--- config.mk ---
export PLATFORM = sky130hd
export DESIGN_NAME = edacReadSeq
export DESIGN_NICKNAME = d
export VERILOG_FILES = /design/src/rtl/edacSeqPkg.sv /design/src/rtl/edacSeqCtrl.sv /design/src/rtl/edacSeqPath.sv /design/src/rtl/edacReadSeq.sv
export SDC_FILE = /design/constraint.sdc
export NUM_CORES = 1
export LEC_CHECK = 0
export BUFFER_PORTS_ARGS = -buffer_cell sky130_fd_sc_hd__buf_2
export CAP_MARGIN = 20
export CORE_ASPECT_RATIO = 2
export CORE_MARGIN = 5
export CORE_UTILIZATION = 49
export DETAILED_ROUTE_END_ITERATION = 8
export PLACE_DENSITY_LB_ADDON = 0.12
export SETUP_SLACK_MARGIN = 0.3
export SYNTH_ARGS = -nofsm -noshare
export SYNTH_HDL_FRONTEND = slang
export SYNTH_SLANG_ARGS = --single-unit
--- constraint.sdc ---
create_clock -name clk -period 4.1 [get_ports clk]
set_clock_uncertainty 0.05 [all_clocks]
set_input_delay 0.82 -clock clk [delete_from_list [all_inputs] [get_ports clk]]
set_output_delay 0.82 -clock clk [all_outputs]
set_load 0.02 [all_outputs]
--- src/rtl/edacSeqPkg.sv ---
package edacSeqPkg;

  typedef enum logic [2:0] {
    ST_IDLE,
    ST_START,
    ST_LATCH,
    ST_EVAL,
    ST_CORRECT,
    ST_DONE,
    ST_FAULT
  } seqState_t;

  typedef struct packed {
    logic capRaw;     // take memory word as result
    logic capCorr;    // take corrected word, log syndrome
    logic logDouble;  // dual error: interrupt and log
  } seqStrobe_t;

  localparam logic [1:0] CTL_PASS    = 2'b01;
  localparam logic [1:0] CTL_LATCH   = 2'b11;
  localparam logic [1:0] CTL_CORRECT = 2'b10;

endpackage

--- src/rtl/edacSeqCtrl.sv ---
module edacSeqCtrl
  import edacSeqPkg::*;
#(
  parameter int SETTLE = 1
) (
  input  logic       clk,
  input  logic       rstN,
  input  logic       rdReq,
  input  logic       memValid,
  input  logic       flagSingle,
  input  logic       flagDouble,
  output logic [1:0] codecCtl,
  output logic       cpuValid,
  output seqStrobe_t strobe
);

  localparam int CNT_W = (SETTLE > 1) ? $clog2(SETTLE) : 1;
  localparam logic [CNT_W-1:0] CNT_LOAD = CNT_W'(SETTLE - 1);

  seqState_t state, nextState;
  logic [CNT_W-1:0] dwellCnt, nextCnt;
  logic dwellDone;

  assign dwellDone = (dwellCnt == '0);

  always_comb begin
    nextState = state;
    nextCnt   = dwellCnt;
    strobe    = '0;
    unique case (state)
      ST_IDLE:  if (rdReq) nextState = ST_START;
      ST_START: if (memValid) begin
        nextState = ST_LATCH;
        nextCnt   = CNT_LOAD;
      end
      ST_LATCH: begin
        if (dwellDone) nextState = ST_EVAL;
        else nextCnt = dwellCnt - CNT_W'(1);
      end
      ST_EVAL: begin
        if (flagDouble) begin
          nextState        = ST_FAULT;
          strobe.logDouble = 1'b1;
        end else if (flagSingle) begin
          nextState = ST_CORRECT;
          nextCnt   = CNT_LOAD;
        end else begin
          nextState     = ST_DONE;
          strobe.capRaw = 1'b1;
        end
      end
      ST_CORRECT: begin
        if (dwellDone) begin
          nextState      = ST_DONE;
          strobe.capCorr = 1'b1;
        end else nextCnt = dwellCnt - CNT_W'(1);
      end
      ST_DONE:  nextState = ST_IDLE;
      ST_FAULT: nextState = ST_IDLE;
      default:  nextState = ST_IDLE;
    endcase
  end

  always_ff @(posedge clk) begin
    if (!rstN) begin
      state    <= ST_IDLE;
      dwellCnt <= '0;
    end else begin
      state    <= nextState;
      dwellCnt <= nextCnt;
    end
  end

  always_comb begin
    unique case (state)
      ST_LATCH, ST_EVAL: codecCtl = CTL_LATCH;
      ST_CORRECT:        codecCtl = CTL_CORRECT;
      default:           codecCtl = CTL_PASS;
    endcase
  end

  assign cpuValid = (state == ST_DONE);

  // the decoder is never put into encode mode
  assert_never_encode_R1: assert property (@(posedge clk) disable iff (!rstN)
    codecCtl != 2'b00);

  // waiting for memory keeps the pass-through mode
  assert_start_holds_R1: assert property (@(posedge clk) disable iff (!rstN)
    (state == ST_START && !memValid) |=> (codecCtl == CTL_PASS));

  // a correct step always follows a latched cycle
  assert_correct_after_latch_R4: assert property (@(posedge clk) disable iff (!rstN)
    (codecCtl == CTL_CORRECT) |-> $past(codecCtl[1]));

  // result valid is a single-cycle pulse
  assert_valid_pulse_R3: assert property (@(posedge clk) disable iff (!rstN)
    cpuValid |=> !cpuValid);

endmodule

--- src/rtl/edacSeqPath.sv ---
module edacSeqPath
  import edacSeqPkg::*;
#(
  parameter int DATA_W      = 16,
  parameter int SYN_W       = 6,
  parameter int HARD_REPEAT = 3
) (
  input  logic              clk,
  input  logic              rstN,
  input  seqStrobe_t        strobe,
  input  logic [DATA_W-1:0] memWord,
  input  logic [DATA_W-1:0] codecData,
  input  logic [SYN_W-1:0]  codecSyn,
  input  logic              irqAck,
  input  logic              statClr,
  output logic [DATA_W-1:0] cpuData,
  output logic              irq,
  output logic              statSingle,
  output logic              statDouble,
  output logic [SYN_W-1:0]  statSyn,
  output logic              hardFault
);

  localparam int RUN_W = $clog2(HARD_REPEAT + 1);
  localparam logic [RUN_W-1:0] RUN_MAX = RUN_W'(HARD_REPEAT);

  logic [RUN_W-1:0] runCnt, nextRun;
  logic [SYN_W-1:0] lastSyn;
  logic synValid, sameSyn;

  assign synValid = (codecSyn != '1);
  assign sameSyn  = (runCnt != '0) && (codecSyn == lastSyn);

  always_comb begin
    if (sameSyn) nextRun = (runCnt == RUN_MAX) ? runCnt : runCnt + RUN_W'(1);
    else nextRun = RUN_W'(1);
  end

  always_ff @(posedge clk) begin
    if (!rstN) begin
      cpuData <= '0;
    end else if (strobe.capRaw) begin
      cpuData <= memWord;
    end else if (strobe.capCorr) begin
      cpuData <= codecData;
    end
  end

  always_ff @(posedge clk) begin
    if (!rstN) irq <= 1'b0;
    else if (strobe.logDouble) irq <= 1'b1;
    else if (irqAck) irq <= 1'b0;
  end

  always_ff @(posedge clk) begin
    if (!rstN) begin
      statSingle <= 1'b0;
      statDouble <= 1'b0;
      statSyn    <= '0;
      lastSyn    <= '0;
      runCnt     <= '0;
      hardFault  <= 1'b0;
    end else begin
      if (statClr) begin
        statSingle <= 1'b0;
        statDouble <= 1'b0;
        statSyn    <= '0;
        runCnt     <= '0;
        hardFault  <= 1'b0;
      end
      if (strobe.capCorr) begin
        statSingle <= 1'b1;
        if (synValid) begin
          statSyn <= codecSyn;
          lastSyn <= codecSyn;
          runCnt  <= nextRun;
          if (nextRun == RUN_MAX) hardFault <= 1'b1;
        end
      end
      if (strobe.logDouble) begin
        statDouble <= 1'b1;
        runCnt     <= '0;
      end
    end
  end

  // interrupt holds until acknowledged
  assert_irq_held_R5: assert property (@(posedge clk) disable iff (!rstN)
    (irq && !irqAck) |=> irq);

  // a hard fault only ever appears alongside a logged corrected read
  assert_hard_needs_single_R7: assert property (@(posedge clk) disable iff (!rstN)
    $rose(hardFault) |-> statSingle);

  // sticky flags drop only on a clear request
  assert_sticky_single_R6: assert property (@(posedge clk) disable iff (!rstN)
    $fell(statSingle) |-> $past(statClr));

endmodule

--- src/rtl/edacReadSeq.sv ---
module edacReadSeq
  import edacSeqPkg::*;
#(
  parameter int DATA_W      = 16,
  parameter int SYN_W       = 6,
  parameter int SETTLE      = 1,
  parameter int HARD_REPEAT = 3
) (
  input  logic              clk,
  input  logic              rstN,
  input  logic              rdReq,
  input  logic              memValid,
  input  logic [DATA_W-1:0] memWord,
  output logic [1:0]        codecCtl,
  input  logic              flagSingle,
  input  logic              flagDouble,
  input  logic [DATA_W-1:0] codecData,
  input  logic [SYN_W-1:0]  codecSyn,
  output logic [DATA_W-1:0] cpuData,
  output logic              cpuValid,
  output logic              irq,
  input  logic              irqAck,
  input  logic              statClr,
  output logic              statSingle,
  output logic              statDouble,
  output logic [SYN_W-1:0]  statSyn,
  output logic              hardFault
);

  seqStrobe_t strobe;

  edacSeqCtrl #(.SETTLE(SETTLE)) uCtrl (
    .clk(clk), .rstN(rstN), .rdReq(rdReq), .memValid(memValid),
    .flagSingle(flagSingle), .flagDouble(flagDouble),
    .codecCtl(codecCtl), .cpuValid(cpuValid), .strobe(strobe)
  );

  edacSeqPath #(.DATA_W(DATA_W), .SYN_W(SYN_W), .HARD_REPEAT(HARD_REPEAT)) uPath (
    .clk(clk), .rstN(rstN), .strobe(strobe), .memWord(memWord),
    .codecData(codecData), .codecSyn(codecSyn), .irqAck(irqAck),
    .statClr(statClr), .cpuData(cpuData), .irq(irq),
    .statSingle(statSingle), .statDouble(statDouble), .statSyn(statSyn),
    .hardFault(hardFault)
  );

endmodule

==> results of run 1 <==
==> placed cells by master, fill, tap and decap left out, types with 5 or more instances in the layout <==
cell      count
nand2_1      38
nor2_1        9
nand3b_1      7
a21oi_1      22
dfxtp_1      37
a311oi_1      8
nand2b_1      5
nand4_1       5
a22oi_1       8
buf_2        74
xor2_1        6
clkbuf_8      7
==> routing by layer <==
| metal | vias up | track usage | routed length [um] | share of wire |
|---|---|---|---|---|
| met2 | 52 | 0.327 | 2130 | 0.53 |
| met5 | - | 0 | 0 | 0 |
| li1 | 801 | - | - | - |
| met1 | 710 | 0.175 | 1450 | 0.36 |
| met3 | 6 | 0.0623 | 334 | 0.084 |
| met4 | 0 | 0.0725 | 70 | 0.018 |
==> worst min-delay path, delay by kind of cell, from the launching register on <==
kind | cells | cell delay, ns
DFF | 1 | 0.31
AOI/OAI and AO/OA | 1 | 0.05
and+or+nand+nor | 1 | 0.05
==> final timing paths <==
check	from	to	slack (ns)
worst min register to register	uPath.cpuData[8]$_SDFFE_PN0P_	uPath.cpuData[8]$_SDFFE_PN0P_	0.40
worst max register to register	uCtrl.state[2]$_SDFFE_PN0P_	uPath.statSyn[0]$_SDFF_PN0_	1.93
worst max-delay path	uCtrl.state[2]$_SDFFE_PN0P_	codecCtl[1]	1.11
worst min-delay path	uPath.cpuData[8]$_SDFFE_PN0P_	uPath.cpuData[8]$_SDFFE_PN0P_	0.40
==> layout make-up <==
| class | instances | area share |
|---|---|---|
| flip-flops and latches | 37 | 0.361 |
| clock inverters | 1 | 0.00244 |
| clock buffers | 7 | 0.0469 |
| inverters | 4 | 0.00731 |
| repair buffers | 74 | 0.180 |
| well taps | 31 | 0.0189 |
| multi-input cells | 135 | 0.384 |
==> state kept, by name (all words and copies together) (netlist names) <==
register / flops
uCtrl.state: 3
uPath.irq: 1
uPath.runCnt: 2
uPath.statSyn: 6
uPath.statSingle: 1
uPath.cpuData: 16
uPath.lastSyn: 6
uPath.hardFault: 1
uPath.statDouble: 1
==> stage by stage <==
stage               worst slack, ns  hold slack [ns]  cells  total power (W)
floorplan                      1.89            0.397    188         0.000420
global placement               1.38            0.389    281         0.000453
detailed placement             1.40            0.394    281         0.000454
CTS                            1.06            0.404    289         0.000733
global route                  0.914            0.419    289         0.000757
finish                         1.11            0.402    289         0.000723
==> where the power goes <==
part | internal, W | switching, W | leakage (nW)
Clock | 0.000152 | 0.000126 | 0.0542
Sequential | 0.000367 | 0.00000866 | 0.299
Combinational | 0.0000311 | 0.0000380 | 0.567
==> cells by family (layout without fill, tap and decap cells) <==
logic type / count (synthesis) / in the layout / synth area share
AO/OA/AOI/OAI: 52 / 52 / 0.207
flip-flops: 37 / 37 / 0.459
XOR/XNOR: 6 / 6 / 0.0326
AND/OR/NAND/NOR: 77 / 77 / 0.249
buffers and inverters: 16 / 86 / 0.0520
==> key figures, run 1 <==
Yosys
  – Dominant cell type by area after synthesis: dfxtp_1
  – Post-synth top cells: nand2_1, dfxtp_1, a21oi_1
  – Most frequent cell after synthesis: nand2_1
  – Synth warn: 0
  – Mapped Cells: around 190
  – Ys async rst share: 0
  – Top-area cell type share of the netlist area: 0.459
  – Mapped Area: approximately 1600 um2
  – Synth top area cells: dfxtp_1, nand2_1, a21oi_1
  – Syn Area/Cell: ~8.6 um2
  – Post-synth EDFFs: 0
  – #FFs+latches synth: 37
  – Ys flop type: dfxtp_1
  – Post-synthesis sequential area ratio: 0.459
  – Synth cell types: 32
  – Net Count, Synth: approximately 230

Global routing
  – Overall Global Routing Usage: 0.180
  – Vias in the first global route: 1569
  – GRT Residual Overflow: 0
  – First-pass GRT wire length: approximately 6700 um
  – Initial antenna violation count: 0
  – Largest net degree at the start of global routing: 31

Worst setup path
  – Instance count on the critical path: 4
  – CP max stage cell: nor3b_4
  – Worst Path Buf+Inv: 2
  – WP data arrival: 2.12 ns
  – WP data required: 3.23 ns
  – Top delay family on crit path: simple AND/OR/NAND/NOR gates
  – Slowest Stage Delay on Critical Path: around 0.67 ns
  – CP Class: reg2out
  – CP Launch Type: flop
  – Critical path cell sequence: nor3b_4 > inv_1 > o21ai_0 > buf_2
  – Critical path peak fanout: 19
  – Worst setup EP type: primary output
  – R2R cell count: 4

Pwr
  – Peak supply drop: 0.000315 V
  – Pleak: 0.920 nW
  – PwrDens: 352 nW/um2

Finish
  – Number of diodes: 0
  – Register area: between 700 and 800 um2
  – Syn-to-layout area delta: 27.4%
  – Filler Cell Count: 310
  – Final Instance Area: ~2100 um2
  – Nets: 303
  – Ratio of cells with drive above 1 in the final layout: 0.329
  – Multi-input logic area: 788 um2
  – Final core occ: 0.643

STA
  – Slew @ Worst Pin: 0.958 ns
  – Final period utilization: 0.730
  – Final setup violation count: 0
  – Setup_tns: 0 ns
  – Max frequency: roughly 330 MHz
  – RSZ-0062 raised after global routing: false
  – Slew HR: 0.357
  – Min Clock Period, post-route: between 2 and 3 ns
  – Final Hold Viols: 0
  – Final max-slew violation count: 0

Clocking
  – Hold buffers post-CTS: 0
  – Root Driver: clkbuf_8
  – Clk Latency, worst-skew pair: ~0.28 ns
  – Reg clk slew, reported paths: about 0.07 ns
  – Total clock sinks: 37
  – Clock buffer count from CTS: 5
  – CTS tree: yes
  – Postcts setup bufs: 0
  – Post-CTS sizing: 0
  – Clock tree buffer depth: 2
  – H-tree depth: 2

Placement
  – Dpl hpwl: ~3000 um
  – Routability cong.: roughly 0.78
  – Area after DPL: about 2000 um2
  – IO Port Bufs: 74

Hold path
  – Hold path cells: 2
  – Min-delay worst type: reg2reg

Die
  – Die width: roughly 51 um
  – Core Area: approximately 3200 um2
  – Initial Util: 0.505
  – Die ar.: between 4000 and 5000 um2
  – Io pins: 75
  – Std cell rows: 29
  – Die boundary height: 91.1 um

Route
  – Detail Route Antenna Nets: 0
  – Via Count: 1569
  – Final WL: 3980 um
  – WL per Instance: between 10 and 15 um
  – DRC Markers: 0
  – Drt first pass iters: 4
  – Vias/cell: 5.43
  – 1st-iter DRT viols: 42

Status
  – Run status: complete, no violations

Flow run
  – Max Cap Viol: 0
No activity file was read; power rests on OpenSTA's default activity.
==> run 2, diff against run 1 <==
CORE_UTILIZATION = 41   (was 49)
clock period = 2.4 ns   (was 4.1 ns; I/O delays follow)
==> key figures, run 2 (synthesis results as in run 1) <==
Status
  – Run status: complete, no violations (unchanged)

STA
  – Final period utilization: 0.807
  – Final max-slew violation count: 0 (unchanged)
  – Max frequency: around 520 MHz
  – RSZ-0062 raised after global routing: false (unchanged)
  – Setup ws final: 0.462 ns (was 1.11 ns)
  – Final Hold Viols: 0 (unchanged)
  – Final setup violation count: 0 (unchanged)
  – Setup_tns: 0 ns (unchanged)
  – WHS: 0.404 ns (was 0.402 ns)
  – Min Clock Period, post-route: just under 2 ns
  – Slew @ Worst Pin: 0.638 ns (was 0.958 ns)
  – Slew HR: 0.571 (was 0.357)

Route
  – DRC Markers: 0 (unchanged)
  – Final WL: 4280 um (was 3980 um)
  – Detail Route Antenna Nets: 0 (unchanged)
  – Vias/cell: 5.09 (was 5.43)
  – Via Count: 1592 (was 1569)
  – WL per Instance: 13.7 um (was 13.8 um)
  – Drt first pass iters: 4 (unchanged)
  – 1st-iter DRT viols: 18 (was 42)

Global routing
  – GRT Residual Overflow: 0 (unchanged)
  – Initial antenna violation count: 0 (unchanged)
  – Largest net degree at the start of global routing: 31 (unchanged)
  – Overall Global Routing Usage: 0.168 (was 0.180)
  – First-pass GRT wire length: 6670 um (was 6750 um)
  – Vias in the first global route: 1479 (was 1569)

Clocking
  – H-tree depth: 2 (unchanged)
  – Clock buffer count from CTS: 5 (unchanged)
  – Reg clk slew, reported paths: 0.07 ns (about the same)
  – Postcts setup bufs: 0 (unchanged)
  – Clock tree buffer depth: 2 (unchanged)
  – CTS tree: yes (unchanged)
  – Clk Latency, worst-skew pair: 0.28 ns (about the same)
  – Root Driver: clkbuf_8 (unchanged)
  – Total clock sinks: 37 (unchanged)

Finish
  – Register area: 742 um2 (was 741 um2)
  – Biggest regs: uPath.cpuData (16), uPath.lastSyn (6), uPath.statSyn (6) (unchanged)
  – Nets: 308 (was 303)
  – Largest register FFs: 16 (unchanged)
  – Number of diodes: 0 (unchanged)
  – Ratio of cells with drive above 1 in the final layout: 0.340 (was 0.329)
  – Biggest register: uPath.cpuData (unchanged)
  – Syn-to-layout area delta: 30.4% (was 27.4%)
  – Multi-input logic area: 788 um2 (unchanged)
  – Filler Cell Count: 398 (was 310)
  – Most frequent cells in the layout: buf_2, nand2_1, dfxtp_1 (unchanged)
  – Commonest non-fill, non-tap cell in the layout: buf_2 (unchanged)

Worst setup path
  – CP Class: reg2out (unchanged)
  – WP data arrival: 1.41 ns (was 2.12 ns)
  – CP Launch Type: flop (unchanged)
  – WP data required: 1.87 ns (was 3.23 ns)
  – R2R cell count: 5 (was 4)
  – Critical path peak fanout: 9 (was 19)
  – Worst setup EP type: primary output (unchanged)

Die
  – Die ar.: 5360 um2 (was 4610 um2)
  – Die boundary height: 98.7 um (was 91.1 um)
  – Die width: 54.4 um (was 50.6 um)
  – Io pins: 75 (unchanged)
  – Core Area: 3840 um2 (was 3190 um2)
  – Initial Util: 0.420 (was 0.505)
  – Std cell rows: 32 (was 29)

Pwr
  – Power consumption: 0.00119 W (was 0.000723 W)
  – Pleak: 0.934 nW (was 0.920 nW)
  – PwrDens: 565 nW/um2 (was 352 nW/um2)
  – Peak supply drop: 0.000486 V (was 0.000315 V)

Placement
  – IO Port Bufs: 74 (unchanged)
  – Place WS: 0.538 ns (was 1.40 ns)
  – Routability cong.: 0.748 (was 0.775)
  – Dpl hpwl: 3410 um (was 3010 um)

Hold path
  – Hold path cells: 2 (unchanged)
  – Min-delay worst type: reg2reg (unchanged)

Flow run
  – Max Cap Viol: 0 (unchanged)
[run 2: critical path, stage by stage (launching register included)]
cell and delay [ns]:
dfxtp_1 0.42, nor3b_4 0.27, inv_1 0.15, o21ai_0 0.10
buf_2 0.19
[run 2: what timing repair did]
item,in CTS,in global routing
hold buffers,0,0
setup endpoints to repair,0,1
resized for setup,0,1
[run 2: report_power, final]
group          internal (W)  total, W  switching, W
clock network      0.000228  0.000423      0.000195
logic             0.0000560  0.000123     0.0000670
registers          0.000627  0.000641     0.0000147
[run 2: through the flow]
stage	util	area (um2)	cells
final	0.547	2100	313
after global routing	0.547	2100	313
after CTS	0.547	2100	313
after detailed placement	0.524	2020	306
after global placement	0.524	2020	306
after floorplan	-	1610	188
[run 2: path summary, 6_finish.rpt]
path                                                       end  slack [ns]                            from
worst min-delay path            uPath.cpuData[13]$_SDFFE_PN0P_        0.40  uPath.cpuData[13]$_SDFFE_PN0P_
worst max-delay path                               codecCtl[1]        0.46     uCtrl.state[0]$_SDFFE_PN0P_
worst min register to register  uPath.cpuData[13]$_SDFFE_PN0P_        0.40  uPath.cpuData[13]$_SDFFE_PN0P_
worst max register to register      uPath.runCnt[0]$_SDFF_PP0_        0.72     uCtrl.state[0]$_SDFFE_PN0P_
[run 2: area by class of cell]
class,count,area share
timing repair buffer,79,0.194
multi-input combinational,135,0.375
inverter,4,0.00714
sequential,37,0.353
tap,51,0.0303
clock buffer,7,0.0410
[run 2: per-layer routing]
metal	up-vias	track usage	part of all wire
li1	811	-	-
met1	726	0.164	0.35
met4	0	0.0633	0.015
met3	6	0.0439	0.067
met5	-	0	0
met2	49	0.311	0.57
==> run 3, diff against run 2 <==
clock period = 1.57 ns   (was 2.4 ns; I/O delays follow)
==> key figures, run 3 (synthesis results as in run 1) <==
Die
  – Initial Util: 0.420 (unchanged)
  – Std cell rows: 32 (unchanged)
  – Core Area: 3840 um2 (unchanged)
  – Io pins: 75 (unchanged)
  – Die ar.: 5360 um2 (unchanged)
  – Die width: 54.4 um (unchanged)
  – Die boundary height: 98.7 um (unchanged)

Global routing
  – Overall Global Routing Usage: 0.184 (was 0.168)
  – First-pass GRT wire length: 7380 um (was 6670 um)
  – Largest net degree at the start of global routing: 20 (was 31)
  – GRT Residual Overflow: 0 (unchanged)
  – Initial antenna violation count: 0 (unchanged)
  – Vias in the first global route: 1726 (was 1479)

Worst setup path
  – Worst setup EP type: primary output (unchanged)
  – R2R cell count: 7 (was 5)
  – WP data required: 1.21 ns (was 1.87 ns)
  – CP max stage cell: dfxtp_4 (was dfxtp_1)
  – WP data arrival: 1.19 ns (was 1.41 ns)
  – R2R Setup Slk: 0.07 ns (was 0.72 ns)
  – Critical path peak fanout: 4 (was 9)
  – Reg2reg end: uPath.hardFault$_SDFF_PN0_ (was uPath.runCnt[0]$_SDFF_PP0_)
  – Critical path cell sequence: nor3b_4 > inv_4 > o21ai_4 > buf_6 (was nor3b_4 > inv_1 > o21ai_0 > buf_2)
  – CP Launch Type: flop (unchanged)
  – Slowest Stage Delay on Critical Path: 0.36 ns (was 0.42 ns)
  – FF-to-FF Start: uCtrl.state[0]$_SDFFE_PN0P_ (unchanged)
  – CP Class: reg2out (unchanged)

Finish
  – Filler Cell Count: 343 (was 398)
  – Nets: 329 (was 308)
  – Largest register FFs: 16 (unchanged)
  – Biggest register: uPath.cpuData (unchanged)
  – Post-Layout Cell Count: 335 (was 313)
  – Ratio of cells with drive above 1 in the final layout: 0.546 (was 0.340)
  – Most frequent cells in the layout: buf_2, dfxtp_1, nand2_1 (was buf_2, nand2_1, dfxtp_1)
  – Number of diodes: 0 (unchanged)
  – Biggest regs: uPath.cpuData (16), uPath.lastSyn (6), uPath.statSyn (6) (unchanged)
  – Syn-to-layout area delta: 57.6% (was 30.4%)
  – Commonest non-fill, non-tap cell in the layout: buf_2 (unchanged)

Hold path
  – Hold path cells: 3 (was 2)
  – Min-delay worst type: in2reg (was reg2reg)
  – Worst Min Path Start: codecData[0] (was uPath.cpuData[13]$_SDFFE_PN0P_)
  – Hold Path Sink: uPath.cpuData[0]$_SDFFE_PN0P_ (was uPath.cpuData[13]$_SDFFE_PN0P_)

Pwr
  – Pleak: 1.14 nW (was 0.934 nW)
  – Peak supply drop: 0.000590 V (was 0.000486 V)
  – PwrDens: 778 nW/um2 (was 565 nW/um2)

Clocking
  – Reg clk slew, reported paths: 0.07 ns (about the same)
  – H-tree depth: 2 (unchanged)
  – Clock tree buffer depth: 2 (unchanged)
  – Hold buffers post-CTS: 0 (unchanged)
  – Clk Latency, worst-skew pair: 0.28 ns (about the same)
  – Total clock sinks: 37 (unchanged)
  – Clock buffer count from CTS: 5 (unchanged)
  – Root Driver: clkbuf_8 (unchanged)
  – CTS tree: yes (unchanged)

Route
  – Detail Route Antenna Nets: 0 (unchanged)
  – Vias/cell: 5.12 (was 5.09)
  – Drt first pass iters: 4 (unchanged)
  – WL per Instance: 14.5 um (was 13.7 um)
  – 1st-iter DRT viols: 19 (was 18)
  – Via Count: 1715 (was 1592)
  – Final WL: 4850 um (was 4280 um)
  – DRC Markers: 0 (unchanged)

Placement
  – Place WS: 0.131 ns (was 0.538 ns)
  – Routability cong.: 0.696 (was 0.748)
  – Dpl hpwl: 3510 um (was 3410 um)
  – Post-Place Cells: 316 (was 306)
  – IO Port Bufs: 74 (unchanged)

STA
  – Slew @ Worst Pin: 0.326 ns (was 0.638 ns)
  – Setup ws final: 0.0193 ns (was 0.462 ns)
  – RSZ-0062 raised after global routing: true (was false)
  – Max frequency: 645 MHz
  – Final setup violation count: 0 (unchanged)
  – Final Hold Viols: 0 (unchanged)
  – Slew HR: 0.781 (was 0.571)
  – Final max-slew violation count: 0 (unchanged)
  – Final period utilization: 0.988
  – Min Clock Period, post-route: approximately 1.6 ns

Flow run
  – Max Cap Viol: 0 (unchanged)

Status
  – Run status: complete, no violations (unchanged)
## run 3: power breakdown
part           internal (W)  leakage (nW)  switching (W)
sequential         0.000958         0.300      0.0000156
combinational      0.000133         0.784       0.000143
clock              0.000397        0.0542       0.000332
## run 3: what timing repair did
action,in CTS,in global routing
hold endpoints to repair,0,0
gates cloned,1,0
setup buffers,8,2
endpoints found under the setup margin,35,36
pin swaps,11,21
gates resized for setup,26,45
## run 3: critical path: cells and delay by family, from the launching register on
family                 cells  cell delay (ns)
AOI/OAI and AO/OA          1             0.07
buffers and inverters      2             0.22
DFF                        1             0.36
and+or+nand+nor            1             0.26
## run 3: final cells by class
type | instances | area [um2] | area share
multi-input combinational | 135 | 980 | 0.385
clock inverter | 1 | 5.00 | 0.00197
tap | 51 | 63.8 | 0.0251
clock buffer | 7 | 96.3 | 0.0379
timing repair buffer | 100 | 631 | 0.248
sequential | 37 | 749 | 0.295
inverter | 4 | 17.5 | 0.00689
## run 3: metrics by stage
stage	instance area (um2)	TNS, ns	hold WS, ns	utilization	power [W]
2_1_floorplan	1640	0	0.397	-	0.00111
3_3_place_gp	2100	0	0.394	0.547	0.00121
3_5_place_dp	2100	0	0.397	0.547	0.00121
4_1_cts	2360	0	0.229	0.614	0.00198
5_1_grt	2540	-0.0435	0.254	0.661	0.00207
6_report	2540	0	0.235	0.661	0.00198
## run 3: worst max path at each step
stage | startpoint | endpoint | slack [ns] | cells past startpoint
6_report | uCtrl.state[0]$_SDFFE_PN0P_ | codecCtl[1] | 0.02 | 4
5_1_grt | uCtrl.state[1]$_SDFFE_PN0P_ | uPath.hardFault$_SDFF_PN0_ | -0.02 | 7
4_1_cts | uCtrl.state[0]$_SDFFE_PN0P_ | codecCtl[1] | 0.02 | 4
3_5_place_dp | codecSyn[2] | uPath.runCnt[0]$_SDFF_PP0_ | 0.13 | 6
3_3_place_gp | codecSyn[2] | uPath.runCnt[0]$_SDFF_PP0_ | 0.13 | 6
2_1_floorplan | uCtrl.state[1]$_SDFFE_PN0P_ | uPath.runCnt[0]$_SDFF_PP0_ | 0.11 | 6
## run 3: metal layers
layer | GRT usage | vias up | wire length (um)
li1 | - | 852 | -
met1 | 0.174 | 800 | 1730
met2 | 0.345 | 53 | 2740
met3 | 0.0424 | 10 | 256
met4 | 0.0787 | 0 | 129
met5 | 0 | - | 0
